===== src/rtl/stc_trust_pkg.sv =====
package stc_trust_pkg;

  localparam logic SEL_LATCHED = 1'b0;
  localparam logic SEL_LIVE    = 1'b1;

  typedef struct packed {
    logic capLatchA;
    logic capLive;
    logic capLatchB;
    logic finish;
  } ctlStrobes_t;

  typedef enum logic [2:0] {
    ST_IDLE,
    ST_RD_LA,
    ST_RD_LV,
    ST_RD_LB,
    ST_CAP_B,
    ST_DECIDE
  } ctlState_t;

endpackage


===== src/rtl/stc_trust_ctl.sv =====
module stc_trust_ctl
  import stc_trust_pkg::*;
#(
  parameter int MAX_TRIES = 2
) (
  input  logic        clk,
  input  logic        rstN,
  input  logic        startReq,
  input  logic        pairMatch,
  output logic        regRdEn,
  output logic        regRdSel,
  output logic        done,
  output ctlStrobes_t strobes
);

  localparam int TRY_W = (MAX_TRIES > 1) ? $clog2(MAX_TRIES) : 1;

  ctlState_t        state, stateNext;
  logic [TRY_W-1:0] tryCnt;
  logic             clrTry, incTry, lastTry;

  assign lastTry = (tryCnt == TRY_W'(MAX_TRIES - 1));

  always_comb begin
    stateNext = state;
    strobes   = '0;
    regRdEn   = 1'b0;
    regRdSel  = SEL_LATCHED;
    clrTry    = 1'b0;
    incTry    = 1'b0;
    unique case (state)
      ST_IDLE: begin
        if (startReq) begin
          clrTry    = 1'b1;
          stateNext = ST_RD_LA;
        end
      end
      ST_RD_LA: begin
        regRdEn   = 1'b1;
        regRdSel  = SEL_LATCHED;
        stateNext = ST_RD_LV;
      end
      ST_RD_LV: begin
        regRdEn           = 1'b1;
        regRdSel          = SEL_LIVE;
        strobes.capLatchA = 1'b1;
        stateNext         = ST_RD_LB;
      end
      ST_RD_LB: begin
        regRdEn         = 1'b1;
        regRdSel        = SEL_LATCHED;
        strobes.capLive = 1'b1;
        stateNext       = ST_CAP_B;
      end
      ST_CAP_B: begin
        strobes.capLatchB = 1'b1;
        stateNext         = ST_DECIDE;
      end
      ST_DECIDE: begin
        if (pairMatch || lastTry) begin
          strobes.finish = 1'b1;
          stateNext      = ST_IDLE;
        end else begin
          incTry    = 1'b1;
          stateNext = ST_RD_LA;
        end
      end
      default: stateNext = ST_IDLE;
    endcase
  end

  always_ff @(posedge clk or negedge rstN) begin
    if (!rstN) begin
      state  <= ST_IDLE;
      tryCnt <= '0;
      done   <= 1'b0;
    end else begin
      state <= stateNext;
      done  <= strobes.finish;
      if (clrTry)      tryCnt <= '0;
      else if (incTry) tryCnt <= tryCnt + 1'b1;
    end
  end

endmodule


===== src/rtl/stc_trust_dp.sv =====
module stc_trust_dp
  import stc_trust_pkg::*;
#(
  parameter int          WORD_W = 32,
  parameter int          CNT_W  = 8,
  parameter int unsigned LIMIT  = 4545
) (
  input  logic              clk,
  input  logic              rstN,
  input  ctlStrobes_t       strobes,
  input  logic [WORD_W-1:0] regRdData,
  input  logic [CNT_W-1:0]  sampleCount,
  output logic              pairMatch,
  output logic [WORD_W-1:0] stcWord,
  output logic              stcValid
);

  logic [WORD_W-1:0] latchA, latchB, liveW, distance;
  logic              inWindow, haveSamples;

  assign pairMatch   = (latchA == latchB);
  assign distance    = liveW - latchA;
  assign inWindow    = (distance <= WORD_W'(LIMIT));
  assign haveSamples = (sampleCount != '0);

  always_ff @(posedge clk or negedge rstN) begin
    if (!rstN) begin
      latchA   <= '0;
      latchB   <= '0;
      liveW    <= '0;
      stcWord  <= '0;
      stcValid <= 1'b0;
    end else begin
      if (strobes.capLatchA) latchA <= regRdData;
      if (strobes.capLive)   liveW  <= regRdData;
      if (strobes.capLatchB) latchB <= regRdData;
      if (strobes.finish) begin
        stcWord  <= liveW;
        stcValid <= pairMatch && inWindow && haveSamples;
      end
    end
  end

endmodule


===== src/rtl/stc_trust_check.sv =====
module stc_trust_check
  import stc_trust_pkg::*;
#(
  parameter int          CNT_W     = 8,
  parameter int unsigned LIMIT     = 4545,
  parameter int          MAX_TRIES = 2
) (
  input  logic             clk,
  input  logic             rstN,
  input  logic             startReq,
  input  logic [CNT_W-1:0] sampleCount,
  output logic             regRdEn,
  output logic             regRdSel,
  input  logic [31:0]      regRdData,
  output logic             done,
  output logic [31:0]      stcWord,
  output logic             stcValid
);

  ctlStrobes_t strobes;
  logic        pairMatch;

  stc_trust_ctl #(.MAX_TRIES(MAX_TRIES)) u_ctl (
    .clk(clk), .rstN(rstN), .startReq(startReq), .pairMatch(pairMatch),
    .regRdEn(regRdEn), .regRdSel(regRdSel), .done(done), .strobes(strobes)
  );

  stc_trust_dp #(.WORD_W(32), .CNT_W(CNT_W), .LIMIT(LIMIT)) u_dp (
    .clk(clk), .rstN(rstN), .strobes(strobes), .regRdData(regRdData),
    .sampleCount(sampleCount), .pairMatch(pairMatch),
    .stcWord(stcWord), .stcValid(stcValid)
  );

endmodule


===== config.mk =====
export PLATFORM = sky130hd
export DESIGN_NAME = stc_trust_check
export DESIGN_NICKNAME = d
export VERILOG_FILES = /design/src/rtl/stc_trust_pkg.sv /design/src/rtl/stc_trust_ctl.sv /design/src/rtl/stc_trust_dp.sv /design/src/rtl/stc_trust_check.sv
export SDC_FILE = /design/constraint.sdc
export NUM_CORES = 1
export LEC_CHECK = 0
export ABC_AREA = 1
export ABC_CLOCK_PERIOD_IN_PS = 1800
export BUFFER_PORTS_ARGS = -buffer_cell sky130_fd_sc_hd__buf_2
export CAP_MARGIN = 20
export CORE_MARGIN = 1
export CORE_UTILIZATION = 38
export CTS_BUF_LIST = sky130_fd_sc_hd__clkbuf_2
export DETAILED_ROUTE_END_ITERATION = 10
export SYNTH_ARGS = -nofsm -noshare
export SYNTH_HDL_FRONTEND = slang
export SYNTH_SLANG_ARGS = --single-unit

===== constraint.sdc =====
create_clock -name clk -period 1.8 [get_ports clk]
set_input_delay 0.27 -clock clk [delete_from_list [all_inputs] [get_ports clk]]
set_output_delay 0.27 -clock clk [all_outputs]
set_load 0.02 [all_outputs]

==> impl_metrics.csv, run 1 <==
group,metric,value,unit
timing,rsz0062_at_grt,"yes",
die,die_width,145.5,microns
die,start_util,0.3865,
global_route,grt-ovfl-total,0,
synthesis,yosysTopAreaCell,"dfrtp_1",
place,port_buffers,78,
timing,setup_violations,35,
place,place.gp.congestion,0.8932,
timing,period_minus_slack,2.229,ns
cells_and_area,drive_above_1_share,0.3435,
cells_and_area,seq_area,3357,sq um
global_route,track_usage,0.2332,
synthesis,syn_area,7820,sq um
critical_path,critPathRequiredTime,2.47,ns
outcome,status,"finished with violations",
synthesis,synthTopCellsByArea,"dfrtp_1 43%, nand2_1 20%, inv_1 7.7%, o21ai_0 6.8%, ha_1 5.0%",
global_route,grt_max_degree,42,
die,coreArea,20230,sq um
global_route,grt_pass1_wl,38330,microns
synthesis,yosysUniqueCellTypes,36,
cells_and_area,fillers,1856,
routing,ant_nets,0,
synthesis,syn_area_per_cell,7.116,sq um
routing,dr.pass1.iters,5,
clocking,numCtsBuffers,17,
routing,routedWlPerCell,14.72,microns
pwr,vdd_ir_drop_max,1141,uV
timing,setup_tns,-10.20,ns
clocking,clock_latency,0.72,ns
pwr,power,24.59,mW
critical_path,cp_max_fo,3,
die,die-area,21160,sq um
timing,whs,0.2990,ns
synthesis,synth_edf_count,0,
cells_and_area,finalNonFillerCells,1674,
critical_path,path_class,"flip-flop to flip-flop",
synthesis,synth_top_area_share,0.4288,
cells_and_area,nNetsFinal,1465,
clocking,htreeDepth,4,
global_route,use_met3,0.04263,
routing,drc,0,
synthesis,synth_cells,1099,
pwr,cellPowerDensity,2124,nW/um^2
cells_and_area,multi_input_area,4624,sq um
clocking,clock-root-buffer,"clkbuf_2",
die,die_y,145.5,microns
synthesis,ys_ff_latch,134,
timing,skew,0.04297,ns
routing,dr.first_iter.drc_count,477,
timing,tightest_slew,0.7819,ns
place,dp_hpwl,16020,microns
timing,fmax,0.4485,GHz
global_route,globalRouteMet1Util,0.3288,
global_route,grt_pass1_vias,7486,
timing,slew_viol_final,0,
global_route,grt_most_used_layer,"met2",
clocking,cts_tree,"built",
die,row_count,52,
job,drv_cap,0,
clocking,clk_pin_slew_worst_paths,0.21,ns
synthesis,async_flop_share,1.000,
outcome,violations,"negative setup slack",
critical_path,start_kind,"flip-flop",
clocking,cts_max_path_buffers,2,
global_route,use_met2,0.3692,
routing,vias,7934,
synthesis,yosys-top-cells-count,"426 x nand2_1, 160 x inv_1, 134 x dfrtp_1",
timing,slew-limit-headroom,0.4768,
critical_path,cp.arrival,2.90,ns
min_path,min_path_type,"input pin to flip-flop",
timing,hold_violations,0,
timing,fin_crit_sh,1.239,
pwr,p_leak,6.127,nW
critical_path,end_kind,"flip-flop",
cells_and_area,area_growth,48.10,%
synthesis,yosysWarningCount,0,
clocking,cts_sinks,134,
timing,worst_slack,-0.4294,ns
place,placedCellCount,1575,
synthesis,synth_most_common_cell,"nand2_1",
die,boundaryPins,79,
cells_and_area,finish.utilization,0.5723,
synthesis,synthFlopType,"dfrtp_1",
global_route,antenna_found_initial,1,
routing,vias_per_cell,4.740,
synthesis,ys_seq_area_frac,0.4288,
synthesis,syn-num-nets,1174,
routing,routed_wl,24640,microns
## timing repair
action	CTS	global route
hold buffers	36	0
endpoints found under the hold margin	232	0
buffers inserted	18	11
pin swaps	29	50
cloned	9	1
resized for setup	106	147
setup endpoints to repair	37	38
## power by group
part / internal (mW) / switching [mW] / total [mW]
registers: 4.32 / 1.06 / 5.39
clock network: 0.500 / 1.17 / 1.67
logic: 8.10 / 9.44 / 17.5
## final timing paths
kind                                             startpoint                     endpoint  slack (ns)  depth (start not counted)
worst max-delay path            u_dp.latchA[10]$_DFFE_PN0P_    u_dp.stcValid$_DFFE_PN0P_       -0.43                         17
worst min-delay path                               startReq    u_ctl.lastTry$_DFFE_PN0P_        0.30                          3
worst max register to register  u_dp.latchA[10]$_DFFE_PN0P_    u_dp.stcValid$_DFFE_PN0P_       -0.43                         17
worst min register to register  u_dp.stcWord[8]$_DFFE_PN0P_  u_dp.stcWord[8]$_DFFE_PN0P_        0.51                          2
max in group asynchronous                              rstN   u_dp.latchA[6]$_DFFE_PN0P_        0.85                          4
min in group asynchronous                              rstN   u_dp.liveW[21]$_DFFE_PN0P_        0.50                          3
## per-layer routing
metal | part of all wire | vias up
met5 | 0 | -
met4 | 0.023 | 0
met3 | 0.054 | 32
met2 | 0.45 | 193
met1 | 0.47 | 3717
li1 | - | 3992
## critical path, stage by stage (launching register included)
cell and delay (ns):
dfrtp_1 0.44, inv_2 0.07, ha_4 0.28, buf_4 0.13, nand2_4 0.06, inv_4 0.06, nand3_4 0.07, nor3_4 0.20
nand2_2 0.11, nand2_4 0.10, nand2_2 0.06, nand3_2 0.05, nand2_1 0.06, nor2_2 0.13, nand3_2 0.11, nor2_4 0.12
nand3_2 0.08, nand2_1 0.07
## final cells by class
type / count / area share
inverters: 164 / 0.05445
diodes: 1 / 0.0002161
clock inverters: 13 / 0.009291
repair buffers: 298 / 0.2095
well taps: 270 / 0.02917
clock buffers: 19 / 0.008211
multi-input cells: 775 / 0.3993
flip-flops and latches: 134 / 0.2899
## stage by stage
stage                     setup slack [ns]  instance area, sq um
final                              -0.4294                 11580
after global routing               -0.5772                 11580
after CTS                          -0.3968                 10930
after detailed placement           -0.4373                  9676
after global placement             -0.4495                  9676
after floorplan                    -0.1313                  7823
## state kept, by name, indices dropped and copies added, names as in the netlist
signal         cells
u_ctl.done         1
u_ctl.lastTry      1
u_ctl.state        3
u_dp.latchA       32
u_dp.latchB       32
u_dp.liveW        32
u_dp.stcValid      1
u_dp.stcWord      32
## kinds of logic (layout without fill, tap and decap cells)
group,Yosys count,after routing,synth area share
DFF,134,134,0.4288
buffers and inverters,190,494,0.09168
xor gates and xnor gates,32,32,0.03584
other,0,1,0
adders and majority gates,32,32,0.05216
AOI/OAI and AO/OA,146,146,0.09856
and+or+nand+nor,565,565,0.2930
## layout by cell type, fill, tap and decap left out, types with 12 or more instances in the layout
cell             n
buf_2           75
inv_1          151
clkbuf_2        19
nand2_1        345
dfrtp_1        131
xnor2_1         22
dlygate4sd3_1   35
buf_4          161
a21oi_2         18
nor2_2          14
nand2_4         34
nand2_2         57
o21ai_0        102
a21oi_1         12
nand3_1         27
nor2_1          49
ha_4            19
Power figures use the tool's default switching activity.
==> run 2, diff against run 1 <==
==> constraint.sdc (replaced) <==
create_clock -name clk -period 1.8 [get_ports clk]
set_input_delay 0.27 -clock clk [delete_from_list [all_inputs] [get_ports clk]]
set_output_delay 0.27 -clock clk [all_outputs]
set_load 0.1 [all_outputs]
==> impl_metrics.csv, run 2 (synthesized netlist as in run 1, its figures left out) <==
group,metric,value,unit
outcome,status,"finished with violations",
outcome,violations,"negative setup slack",
critical_path,cp.arrival,2.90,ns
timing,rsz0062_at_grt,"yes",
cells_and_area,fillers,1801,
clocking,htreeDepth,4,
timing,whs,0.3006,ns
timing,fmax,0.4462,GHz
clocking,cts_max_path_buffers,2,
global_route,grt_max_degree,66,
routing,dr.first_iter.drc_count,382,
routing,vias,7757,
critical_path,r2r_slack,-0.44,ns
min_path,min_path_cells,4,
routing,routedWlPerCell,13.76,microns
timing,slew_viol_final,0,
clocking,numCtsBuffers,17,
die,start_util,0.3865,
timing,period_minus_slack,2.241,ns
critical_path,end_kind,"flip-flop",
place,post-place-ws,-0.4613,ns
die,die_width,145.5,microns
timing,skew,0.04911,ns
cells_and_area,area_growth,46.50,%
die,boundaryPins,79,
timing,fin_crit_sh,1.245,
cells_and_area,drive_above_1_share,0.3072,
routing,drc,0,
clocking,clock_latency,0.73,ns
critical_path,cp_max_fo,3,
timing,hold_violations,0,
critical_path,r2r-start,"u_dp.latchA[0]$_DFFE_PN0P_",
global_route,antenna_found_initial,1,
critical_path,r2r-end,"u_dp.stcValid$_DFFE_PN0P_",
cells_and_area,final_cell_mix,"366 x nand2_1, 169 x buf_4, 154 x inv_1",
cells_and_area,nNetsFinal,1465,
global_route,grt-ovfl-total,0,
critical_path,start_kind,"flip-flop",
clocking,clk_pin_slew_worst_paths,0.23,ns
clocking,clock-root-buffer,"clkbuf_2",
cells_and_area,seq_area,3356,sq um
cells_and_area,finish.utilization,0.5662,
critical_path,path_class,"flip-flop to flip-flop",
timing,setup_violations,39,
routing,dr.pass1.iters,5,
timing,setup_tns,-9.799,ns
clocking,cts_tree,"built",
timing,tightest_slew,0.7359,ns
global_route,grt_pass1_vias,7589,
clocking,cts_sinks,134,
routing,vias_per_cell,4.634,
die,die_y,145.5,microns
cells_and_area,layout_commonest_cell,"nand2_1",
critical_path,critPathLaunch,"u_dp.latchA[0]$_DFFE_PN0P_",
place,port_buffers,78,
global_route,track_usage,0.2249,
place,dp_hpwl,15890,microns
place,place.gp.congestion,0.8967,
routing,routed_wl,23040,microns
cells_and_area,multi_input_area,4255,sq um
job,drv_cap,0,
timing,slew-limit-headroom,0.5076,
die,row_count,52,
die,coreArea,20230,sq um
min_path,min_path_type,"input pin to flip-flop",
critical_path,setup.worst_path.end,"u_dp.stcValid$_DFFE_PN0P_",
timing,worst_slack,-0.4413,ns
global_route,grt_pass1_wl,37430,microns
routing,ant_nets,0,
critical_path,critPathRequiredTime,2.46,ns
critical_path,reg2regPathDepth,14,
die,die-area,21160,sq um
## run 2: stage by stage
stage                     cells  area, sq um
after floorplan            1099         7826
after global placement     1573         9703
after detailed placement   1573         9703
after CTS                  1664        11030
after global routing       1674        11460
final                      1674        11460
## run 2: what timing repair did
action,CTS,global route
endpoints found under the hold margin,232,0
resized for setup,136,91
pin swaps,32,19
hold buffers,36,0
gates cloned,7,0
buffers inserted,16,11
endpoints found under the setup margin,70,57
## run 2: layout make-up
| class | count | area share |
|---|---|---|
| Timing Repair Buffer | 298 | 0.2335 |
| Tap cell | 270 | 0.02949 |
| Clock buffer | 18 | 0.007864 |
| Inverter | 164 | 0.05483 |
| Multi-Input combinational cell | 775 | 0.3714 |
| Clock inverter | 14 | 0.009720 |
| Antenna cell | 1 | 0.0002184 |
| Sequential cell | 134 | 0.2929 |
## run 2: layer usage
layer,GRT usage,wire [microns],up-vias,share of wire
met5,0,0,-,0
met4,0.05263,352,0,0.015
li1,-,-,3970,-
met1,0.3181,11290,3613,0.49
met3,0.03824,936,22,0.041
met2,0.3596,10470,152,0.45
## run 2: worst min-delay path by stage
stage,from,to
floorplan,rstN,u_ctl.done$_DFF_PN0_
global placement,rstN,u_dp.latchB[28]$_DFFE_PN0P_
detailed placement,rstN,u_ctl.done$_DFF_PN0_
CTS,startReq,u_ctl.lastTry$_DFFE_PN0P_
global route,regRdData[14],u_dp.latchA[14]$_DFFE_PN0P_
finish,regRdData[7],u_dp.latchA[7]$_DFFE_PN0P_
## run 2: worst max-delay path, cell delays in order (launching register included)
cell and delay, ns:
dfrtp_1 0.47, ha_4 0.18, fa_2 0.39, inv_1 0.09, nand4_1 0.11, nand2_2 0.13, buf_4 0.12, xor2_1 0.15
nand3_1 0.09, nor2_1 0.12, nor2_1 0.05, nor2_1 0.13, nor2_1 0.05, nand3_1 0.07, nand2_1 0.04
Power of run 2 is not shown: default switching activity piles up to over one toggle a cycle in this logic, so the estimate is an artifact.
